<file path="src/rtl/fill_dma_pkg.sv">
package fill_dma_pkg;
  typedef enum logic [1:0] {ST_IDLE = 2'd0, ST_ACTIVE = 2'd1, ST_PAUSED = 2'd2} chan_state_e;
  typedef enum logic [2:0] {CMD_NONE, CMD_START, CMD_STOP, CMD_PAUSE, CMD_RESTART} cmd_sel_e;

  localparam logic [2:0] REG_CFG    = 3'd0;
  localparam logic [2:0] REG_DST    = 3'd1;
  localparam logic [2:0] REG_SIZE   = 3'd2;
  localparam logic [2:0] REG_PAT_LO = 3'd3;
  localparam logic [2:0] REG_PAT_HI = 3'd4;
  localparam logic [2:0] REG_CMD    = 3'd5;

  localparam logic [2:0] MODE_FILL  = 3'd2;
  localparam int         CFG_KEEP_BIT = 31;

  localparam int CMD_START_BIT   = 0;
  localparam int CMD_STOP_BIT    = 1;
  localparam int CMD_PAUSE_BIT   = 2;
  localparam int CMD_RESTART_BIT = 3;

  typedef struct packed {
    logic       protect;
    logic [2:0] dst_burst;
    logic [2:0] src_burst;
    logic [2:0] mode;
  } cfg_t;
endpackage

</file>
<file path="src/rtl/fill_regs.sv">
module fill_regs
  import fill_dma_pkg::*;
(
  input  logic        clk_i,
  input  logic        rst_ni,
  input  logic        we_i,
  input  logic [2:0]  addr_i,
  input  logic [31:0] wdata_i,
  input  logic        busy_i,
  input  logic [1:0]  state_i,
  output logic [31:0] rdata_o,
  output cfg_t        cfg_o,
  output logic [31:0] dst_o,
  output logic [31:0] size_o,
  output logic [63:0] pattern_o,
  output logic [3:0]  cmd_o
);
  cfg_t        cfg_q;
  logic [31:0] dst_q, size_q, lo_q, hi_q;

  always_ff @(posedge clk_i or negedge rst_ni) begin
    if (!rst_ni) begin
      cfg_q <= '{protect: 1'b0, dst_burst: 3'd4, src_burst: 3'd4, mode: 3'd0};
      dst_q <= '0; size_q <= '0; lo_q <= '0; hi_q <= '0;
    end else if (we_i) begin
      if (addr_i == REG_CFG) begin
        cfg_q.protect   <= wdata_i[12];
        cfg_q.dst_burst <= wdata_i[10:8];
        cfg_q.src_burst <= wdata_i[6:4];
        if (!wdata_i[CFG_KEEP_BIT]) cfg_q.mode <= wdata_i[2:0];
      end
      if (!busy_i) begin
        case (addr_i)
          REG_DST:    dst_q  <= wdata_i;
          REG_SIZE:   size_q <= wdata_i;
          REG_PAT_LO: lo_q   <= wdata_i;
          REG_PAT_HI: hi_q   <= wdata_i;
          default: ;
        endcase
      end
    end
  end

  // self-clearing command pulses, decoded straight from the write strobe
  assign cmd_o = (we_i && addr_i == REG_CMD) ? wdata_i[3:0] : 4'd0;

  always_comb begin
    case (addr_i)
      REG_CFG:    rdata_o = {19'd0, cfg_q.protect, 1'b0, cfg_q.dst_burst, 1'b0,
                             cfg_q.src_burst, 1'b0, cfg_q.mode};
      REG_DST:    rdata_o = dst_q;
      REG_SIZE:   rdata_o = size_q;
      REG_PAT_LO: rdata_o = lo_q;
      REG_PAT_HI: rdata_o = hi_q;
      REG_CMD:    rdata_o = {26'd0, state_i, 4'd0};
      default:    rdata_o = '0;
    endcase
  end

  assign cfg_o     = cfg_q;
  assign dst_o     = dst_q;
  assign size_o    = size_q;
  assign pattern_o = {hi_q, lo_q};

  AST_BUSY_DST_FROZEN: assert property (@(posedge clk_i) disable iff (!rst_ni)
    busy_i |=> $stable(dst_q));
  AST_BUSY_PAT_FROZEN: assert property (@(posedge clk_i) disable iff (!rst_ni)
    busy_i |=> $stable({hi_q, lo_q}));
  AST_MODE_KEPT: assert property (@(posedge clk_i) disable iff (!rst_ni)
    (we_i && addr_i == REG_CFG && wdata_i[CFG_KEEP_BIT]) |=> $stable(cfg_q.mode));
endmodule

</file>
<file path="src/rtl/fill_ctrl.sv">
module fill_ctrl
  import fill_dma_pkg::*;
#(
  parameter int unsigned ADDR_W    = 32,
  parameter int unsigned MIN_BYTES = 16,
  parameter int unsigned MAX_BYTES = 1 << 20
) (
  input  logic              clk_i,
  input  logic              rst_ni,
  input  logic [3:0]        cmd_i,
  input  logic [2:0]        mode_i,
  input  logic [2:0]        burst_lim_i,
  input  logic [ADDR_W-1:0] dst_i,
  input  logic [31:0]       size_i,
  output logic              busy_o,
  output logic [1:0]        state_o,
  output logic              mem_req_o,
  output logic [ADDR_W-1:0] mem_addr_o,
  output logic              mem_last_o,
  input  logic              mem_ack_i
);
  localparam int unsigned CNT_W = 29;

  chan_state_e       state_q;
  cmd_sel_e          sel;
  logic [ADDR_W-1:0] addr_q;
  logic [CNT_W-1:0]  remain_q;
  logic [2:0]        burst_left_q, lim, cur_len;
  logic              size_ok, beat, final_beat;

  always_comb begin
    if      (cmd_i[CMD_STOP_BIT])    sel = CMD_STOP;
    else if (cmd_i[CMD_PAUSE_BIT])   sel = CMD_PAUSE;
    else if (cmd_i[CMD_RESTART_BIT]) sel = CMD_RESTART;
    else if (cmd_i[CMD_START_BIT])   sel = CMD_START;
    else                             sel = CMD_NONE;
  end

  assign size_ok = (size_i[2:0] == 3'd0) && (size_i >= 32'(MIN_BYTES)) &&
                   (size_i <= 32'(MAX_BYTES)) && (mode_i == MODE_FILL);

  assign lim     = (burst_lim_i == 3'd0) ? 3'd1 : burst_lim_i;
  assign cur_len = (burst_left_q != 3'd0) ? burst_left_q :
                   (remain_q < CNT_W'(lim)) ? remain_q[2:0] : lim;

  assign beat       = (state_q == ST_ACTIVE) && mem_ack_i;
  assign final_beat = beat && (remain_q == CNT_W'(1));

  always_ff @(posedge clk_i or negedge rst_ni) begin
    if (!rst_ni) begin
      state_q      <= ST_IDLE;
      addr_q       <= '0;
      remain_q     <= '0;
      burst_left_q <= '0;
    end else begin
      if (beat) begin
        addr_q       <= addr_q + ADDR_W'(8);
        remain_q     <= remain_q - CNT_W'(1);
        burst_left_q <= cur_len - 3'd1;
      end
      case (state_q)
        ST_IDLE:
          if (sel == CMD_START && size_ok) begin
            state_q      <= ST_ACTIVE;
            addr_q       <= dst_i;
            remain_q     <= size_i[31:3];
            burst_left_q <= '0;
          end
        ST_ACTIVE:
          if (sel == CMD_STOP || final_beat) state_q <= ST_IDLE;
          else if (sel == CMD_PAUSE)          state_q <= ST_PAUSED;
        ST_PAUSED:
          if (sel == CMD_RESTART) state_q <= ST_ACTIVE;
        default: state_q <= ST_IDLE;
      endcase
    end
  end

  assign busy_o     = state_q != ST_IDLE;
  assign state_o    = state_q;
  assign mem_req_o  = state_q == ST_ACTIVE;
  assign mem_addr_o = addr_q;
  assign mem_last_o = mem_req_o && (cur_len == 3'd1);

  AST_STATUS_LEGAL: assert property (@(posedge clk_i) disable iff (!rst_ni)
    state_o != 2'd3);
  AST_ACTIVE_NEEDS_START: assert property (@(posedge clk_i) disable iff (!rst_ni)
    (state_q == ST_ACTIVE && $past(state_q) == ST_IDLE) |-> $past(sel == CMD_START));
  AST_PAUSE_HOLDS_ADDR: assert property (@(posedge clk_i) disable iff (!rst_ni)
    (state_q == ST_PAUSED) |=> $stable(addr_q) || state_q == ST_ACTIVE);
  AST_ADDR_STEP: assert property (@(posedge clk_i) disable iff (!rst_ni)
    beat |=> (addr_q == $past(addr_q) + ADDR_W'(8)) || state_q == ST_IDLE);
  AST_BURST_BOUND: assert property (@(posedge clk_i) disable iff (!rst_ni)
    mem_req_o |-> (cur_len != 3'd0) && (CNT_W'(cur_len) <= remain_q));
endmodule

</file>
<file path="src/rtl/fill_dma_chan.sv">
module fill_dma_chan
  import fill_dma_pkg::*;
#(
  parameter int unsigned MIN_BYTES = 16,
  parameter int unsigned MAX_BYTES = 1 << 20
) (
  input  logic        clk_i,
  input  logic        rst_ni,
  input  logic        reg_we_i,
  input  logic [2:0]  reg_addr_i,
  input  logic [31:0] reg_wdata_i,
  output logic [31:0] reg_rdata_o,
  output logic        mem_req_o,
  output logic [31:0] mem_addr_o,
  output logic [63:0] mem_data_o,
  output logic        mem_last_o,
  input  logic        mem_ack_i,
  output logic [1:0]  status_o
);
  cfg_t        cfg;
  logic [31:0] dst, size;
  logic [3:0]  cmd;
  logic        busy;

  fill_regs u_regs (
    .clk_i, .rst_ni,
    .we_i(reg_we_i), .addr_i(reg_addr_i), .wdata_i(reg_wdata_i),
    .busy_i(busy), .state_i(status_o), .rdata_o(reg_rdata_o),
    .cfg_o(cfg), .dst_o(dst), .size_o(size), .pattern_o(mem_data_o), .cmd_o(cmd)
  );

  fill_ctrl #(.ADDR_W(32), .MIN_BYTES(MIN_BYTES), .MAX_BYTES(MAX_BYTES)) u_ctrl (
    .clk_i, .rst_ni,
    .cmd_i(cmd), .mode_i(cfg.mode), .burst_lim_i(cfg.dst_burst),
    .dst_i(dst), .size_i(size),
    .busy_o(busy), .state_o(status_o),
    .mem_req_o, .mem_addr_o, .mem_last_o, .mem_ack_i
  );
endmodule

</file>
<file path="config.mk">
export PLATFORM = sky130hd
export DESIGN_NAME = fill_dma_chan
export DESIGN_NICKNAME = d
export VERILOG_FILES = /design/src/rtl/fill_dma_pkg.sv /design/src/rtl/fill_regs.sv /design/src/rtl/fill_ctrl.sv /design/src/rtl/fill_dma_chan.sv
export SDC_FILE = /design/constraint.sdc
export NUM_CORES = 1
export LEC_CHECK = 0
export BUFFER_PORTS_ARGS = -buffer_cell sky130_fd_sc_hd__buf_2
export CORE_UTILIZATION = 50
export CTS_CLUSTER_DIAMETER = 30
export CTS_CLUSTER_SIZE = 28
export DETAILED_ROUTE_END_ITERATION = 8
export PLACE_DENSITY_LB_ADDON = 0.05
export SKIP_CTS_REPAIR_TIMING = 1
export SLEW_MARGIN = 20
export SYNTH_ARGS = -nofsm -noshare
export SYNTH_HDL_FRONTEND = slang
export SYNTH_SLANG_ARGS = --single-unit
</file>
<file path="constraint.sdc">
create_clock -name clk_i -period 6.2 [get_ports clk_i]
set_input_delay 1.55 -clock clk_i [delete_from_list [all_inputs] [get_ports clk_i]]
set_output_delay 1.55 -clock clk_i [all_outputs]
set_load 0.005 [all_outputs]
</file>
Word level (Yosys, flattened, before mapping)
Index checks and enable logic that the tools add are counted.
{ "word_totals": {"register_bits": 204, "input_bits": 39, "word_cells": 82} }
{ "classes": {"n_addsub": 3, "n_lt_le_gt_ge": 3, "n_eq_ne": 17, "muxes": 23, "bitwise_logic": 2, "reduce_logical": 22} }
{ "op_table": {"columns": ["cell", "n"], "rows": [
  ["case mux 32 bit (6 select lines)", 1],
  ["two-way mux 32 bit", 3],
  ["two-way mux 29 bit", 3],
  ["adder 32 x 4 -> 32 bit (second input constant)", 1],
  ["greater-or-equal comparator 32 x 5 -> 1 bit (second input constant)", 1],
  ["<= comparator 32 x 21 -> 1 bit (second input constant)", 1],
  ["equality test 29 x 1 -> 1 bit (second input constant)", 1],
  ["less-than comparator 29 x 3 -> 1 bit", 1],
  ["subtractor 29 x 1 -> 29 bit (second input constant)", 1],
  ["two-way mux 3 bit", 9],
  ["AND reduction 3 bit", 6],
  ["equality test 3 x 2 -> 1 bit (second input constant)", 5],
  ["equality test 3 x 1 -> 1 bit (second input constant)", 3],
  ["equality test 3 bit (second input constant)", 3],
  ["zero test 3 bit", 3],
  ["logical AND 1 bit", 8],
  ["two-way mux 2 bit", 4],
  ["case mux 2 bit (3 select lines)", 1],
  ["two-way mux 4 bit", 1],
  ["!= test 2 x 1 -> 1 bit (second input constant)", 2],
  ["!= test 3 bit (second input constant)", 1],
  ["nonzero test 3 bit", 1],
  ["subtractor 3 x 1 -> 3 bit (second input constant)", 1],
  ["equality test 2 x 1 -> 1 bit (second input constant)", 1],
  ["other kinds (7)", 8]
]} }

Depth between registers and ports, before layout
{ "depth": {"depth_word": 11, "mapped_depth": 13} }

By module
A second synthesis with hierarchy kept.
{ "hier_totals": {"hier_cells": 865, "area_unflattened_um2": 10063.4} }
{ "modules_own_cells": {"columns": ["module", "instances", "cells_per_inst", "area_each_um2"], "rows": [
  ["fill_regs", 1, 436, 6241.0],
  ["fill_ctrl", 1, 429, 3822.4]
]} }

Least setup slack after synthesis
No wires, ideal clock.
{ "synth_path": {"path_type": "input port to output port", "from": "input reg_addr_i[0]", "to": "output reg_rdata_o[12]", "t_arrival_ps": 2858, "required_time_ps": 4650, "setup_slack_ps": 1792, "path_stages": 5, "path_buffers": 2, "cell_sequence": "clkbuf_1 clkbuf_1 mux4_2 inv_1 o21ai_0"} }
{ "synth_via": {"elab_chain_cells": 2, "word_cells_on_any_way": 7, "cone_classes": "eq/ne (5); mux (1); reduce/logical (1)"} }
{ "synth_rtl": {"columns": ["element", "line", "source"], "rows": [
  ["from (decl)", "fill_dma_chan.sv:10", "input logic [2:0] reg_addr_i,"],
  ["equality test 3 bit (tied with other cells)", "fill_regs.sv:48", "case (addr_i)"],
  ["case mux 32 bit (6 select lines) (*)", "fill_regs.sv:48", null],
  ["to (decl)", "fill_dma_chan.sv:12", "output logic [31:0] reg_rdata_o,"]
]} }
Every way passes the cells marked *; elsewhere a longest branch is shown, timed or not.

Worst setup path after layout
{ "layout_path": {"from": "register u_ctrl.remain_q[22]", "to": "output mem_last_o"} }
{ "layout_via": {"elab_chain_cells": 5} }
{ "layout_rtl": {"columns": ["element", "line", "source"], "rows": [
  ["from (decl)", "fill_ctrl.sv:27", "logic [CNT_W-1:0] remain_q;"],
  ["from (signal assigned)", "fill_ctrl.sv:58", "remain_q <= remain_q - CNT_W'(1);"],
  ["from (signal assigned)", "fill_ctrl.sv:66", "remain_q <= size_i[31:3];"],
  ["less-than comparator 29 x 3 -> 1 bit", "fill_ctrl.sv:44", "(remain_q < CNT_W'(lim)) ? remain_q[2:0] : lim;"],
  ["two-way mux 3 bit", "fill_ctrl.sv:44", null],
  ["two-way mux 3 bit", "fill_ctrl.sv:43", "assign cur_len = (burst_left_q != 3'd0) ? burst_left_q :"],
  ["equality test 3 x 1 -> 1 bit", "fill_ctrl.sv:83", "assign mem_last_o = mem_req_o && (cur_len == 3'd1);"],
  ["logical AND 1 bit", "fill_ctrl.sv:83", null],
  ["to (decl)", "fill_dma_chan.sv:16", "output logic mem_last_o,"]
]} }
No other way between the ends.

==> metrics.md <==
| Metric | Value |
|---|---|
| Status | finished clean |
| H-Tree Depth | 2 |
| Antenna viol nets, final | 0 |
| Max Cap Viol | 0 |
| Die X | 142 microns |
| Reg-to-reg startpoint | u_regs.size_o[23] |
| Antenna violations before repair | 0 |
| Crit path DAT | 3.34 ns |
| WL final | 27,400 microns |
| DR vias/cell | 5.66 |
| WP data required | 4.65 ns |
| Hold Vio Cnt, Final | 0 |
| Pwr dens | 393 nW/um^2 |
| Pin count of the biggest net entering global routing | 128 |
| Multi-input logic area | 4460 sq um |
| Drt first pass iters | 5 |
| GRT overflow | 0 |
| Number of synthesized flops with an enable pin | 0 |
| Syn Area/Cell | between 10 and 15 sq um |
| Relative slew slack | 40.8% |
| DRC viols | 0 |
| Worst Path Max Fanout | 4 |
| Hold wc startpoint | u_ctrl.mem_addr_o[1] |
| Final worst clock skew | 0.0206 ns |
| CTS tree | built |
| Routed vias | 7,720 |
| Worst-margin pin slew | 0.886 ns |
| Post-layout minimum cycle time | a little under 5 ns |
| Fmax achieved | just over 200 MHz |
| Hold depth | 2 |
| Synthesized flop and latch total | 204 |
| Full die area | 20,100 sq um |
| Most frequent cells in the layout | dfrtp_1 (202), buf_2 (169), mux2_2 (133) |
| Hpwl dp | 18,500 microns |
| Routability cong. | around 0.8 |
| Pins over their slew limit | 0 |
| Post-layout total power | slightly below 5 mW |
| Starting density of the core | about 50% |
| Clock buffer depth | 3 |
| Final setup vio count | 0 |
| Vias in the first global route | 7,679 |
| FFs w/ async S/R, synth | 100% |
| Worst setup EP type | primary output |
| Critical R2R Capture | u_ctrl.mem_addr_o[17] |
| Port Buf Inserts | 170 |
| Clock root cell | clkbuf_16 |
| Synthesis-to-layout area growth | 29.3% |
| Critical path class | flip-flop to primary output |
| Synth Cell Area | 9770 sq um |
| Setup tns final | 0 ns |
| All-Layer GR Usage | 28.4% |
| Clock Sink Count | 204 |
| Most common cell after layout, fill and taps aside | dfrtp_1 |
| Flop2flop setup slack | approximately 2.8 ns |
| DR iter-0 viols | 477 |
| Nets | 1,112 |
| Core Rows | 50 |
| Number of top-level pins | 171 |
| Sequential cell area fraction in the yosys report | 52.3% |
| Post-synth cell types | 50 |
| Yosys warning count | 0 |
| Post-DP Area | 10,900 sq um |
| Wire length per cell | 20.1 microns |
| RSZ-0062 raised after global routing | false |
| Clock-pin slew on the worst setup and hold paths | 0.04 ns |
| Leak Pwr | 6.01 nW |
| Hold crit path type | flip-flop to flip-flop |
| FF-to-FF path depth | 7 |
| Ys flop type | dfrtp_1 |
| Peak VDD IR | 0.000264 V |
| Post-synth net total | 928 |
| CP Launch Point | u_ctrl.remain_q[22] |
| Antenna cells | 0 |
| Die height | 142 microns |
| Design area | 12,600 sq um |
| CP Launch Type | flip-flop |
| FILL cells | 1,533 |
| Hold EP | u_ctrl.mem_addr_o[1] |
| First-pass GRT wire length | 43,500 microns |
| Register area | slightly above 5000 sq um |
| Clk_lat worst skew | 0.53 ns |
| Inserted Clock Buffers | 47 |
| Final Cycle Share | roughly four fifths |
| Post-synthesis cell count | 882 |
| Layout cells sized above 1 | between 30% and 40% |
| CORE AREA | about 19,000 sq um |
-- worst max path at each step --
stage,slack [ns],endpoint
2_1_floorplan,1.79,reg_rdata_o[12]
3_3_place_gp,1.63,reg_rdata_o[5]
3_5_place_dp,1.59,reg_rdata_o[26]
4_1_cts,1.28,mem_last_o
5_1_grt,1.12,mem_last_o
6_report,1.31,mem_last_o
-- Yosys cell counts (all sizes together), types with 3 or more instances --
library cell	number	area (sq um)
and3	5	31.3
xnor2	34	298
dfrtp	202	5050
mux2	134	1510
a21oi	58	294
nand3	16	80.1
nor2b	4	25.0
nand2	82	310
or2	3	18.8
inv	15	56.3
mux2i	9	90.1
buf	11	41.3
clkbuf	35	131
nand4	11	68.8
nor4	14	103
nor2	84	315
a31oi	3	18.8
xor2	23	201
o22ai	4	25.0
or4	6	52.6
or3	5	31.3
nor3	28	140
mux4	6	135
nand3b	4	30.0
ha	7	87.6
o21ai	12	60.1
a22oi	46	345
-- state kept, by name, summed over array words and instances (netlist names) --
| signal | flops |
|---|---|
| u_ctrl.remain_q | 29 |
| u_regs.cfg_o | 10 |
| u_ctrl.state_o | 2 |
| u_ctrl.burst_left_q | 3 |
| u_regs.dst_o | 32 |
| u_ctrl.mem_addr_o | 32 |
| u_regs.hi_q | 32 |
| u_regs.size_o | 32 |
| u_regs.lo_q | 32 |
-- routing by layer --
metal / routed length [microns] / track usage [%] / up-vias / share of wire, %
li1: - / - / 3549 / -
met1: 12700 / 40.8 / 3893 / 46
met2: 12800 / 43.7 / 234 / 46
met3: 1450 / 5.53 / 44 / 5.3
met4: 503 / 8.32 / 0 / 1.8
met5: 0 / 0 / - / 0
-- layout make-up --
cell class,instances,share of cell area (%)
inverter,15,0.446
clock inverter,21,2.90
clock buffer,65,10.8
tap,260,2.58
timing repair buffer,181,7.56
sequential,204,40.4
multi-input combinational,617,35.3
-- power by group --
| group | internal [mW] | switching, mW |
|---|---|---|
| Sequential | 1.54 | 0.212 |
| Clock | 1.94 | 0.743 |
| Combinational | 0.300 | 0.234 |
-- stage by stage --
stage / utilization (%) / std cells / hold slack [ns] / worst slack [ns]
floorplan: - / 882 / 0.457 / 1.79
global placement: 57.5 / 1277 / 0.462 / 1.63
detailed placement: 57.5 / 1277 / 0.456 / 1.59
CTS: 66.6 / 1363 / 0.478 / 1.28
global route: 66.6 / 1363 / 0.497 / 1.12
finish: 66.6 / 1363 / 0.481 / 1.31
-- critical path: stages, from the launching register on --
cell and delay [ns]:
dfrtp_1 0.41, or4_4 0.55, or4_4 0.47, nor4_4 0.36, nand2_2 0.15, mux2i_1 0.29
a21o_1 0.17, ha_1 0.13, nand3b_1 0.08, a21oi_2 0.11, buf_2 0.11
-- logic make-up after synthesis --
logic type                 count (synthesis)  synth area share [%]
and+or+nand+nor                          270                  13.0
DFF                                      204                  52.3
AOI/OAI and AO/OA                        134                  8.54
adders and majority gates                  7                 0.897
muxes                                    149                  17.8
xor gates and xnor gates                  57                  5.11
buffers and inverters                     61                  2.34
No activity file was read; power rests on OpenSTA's default activity.
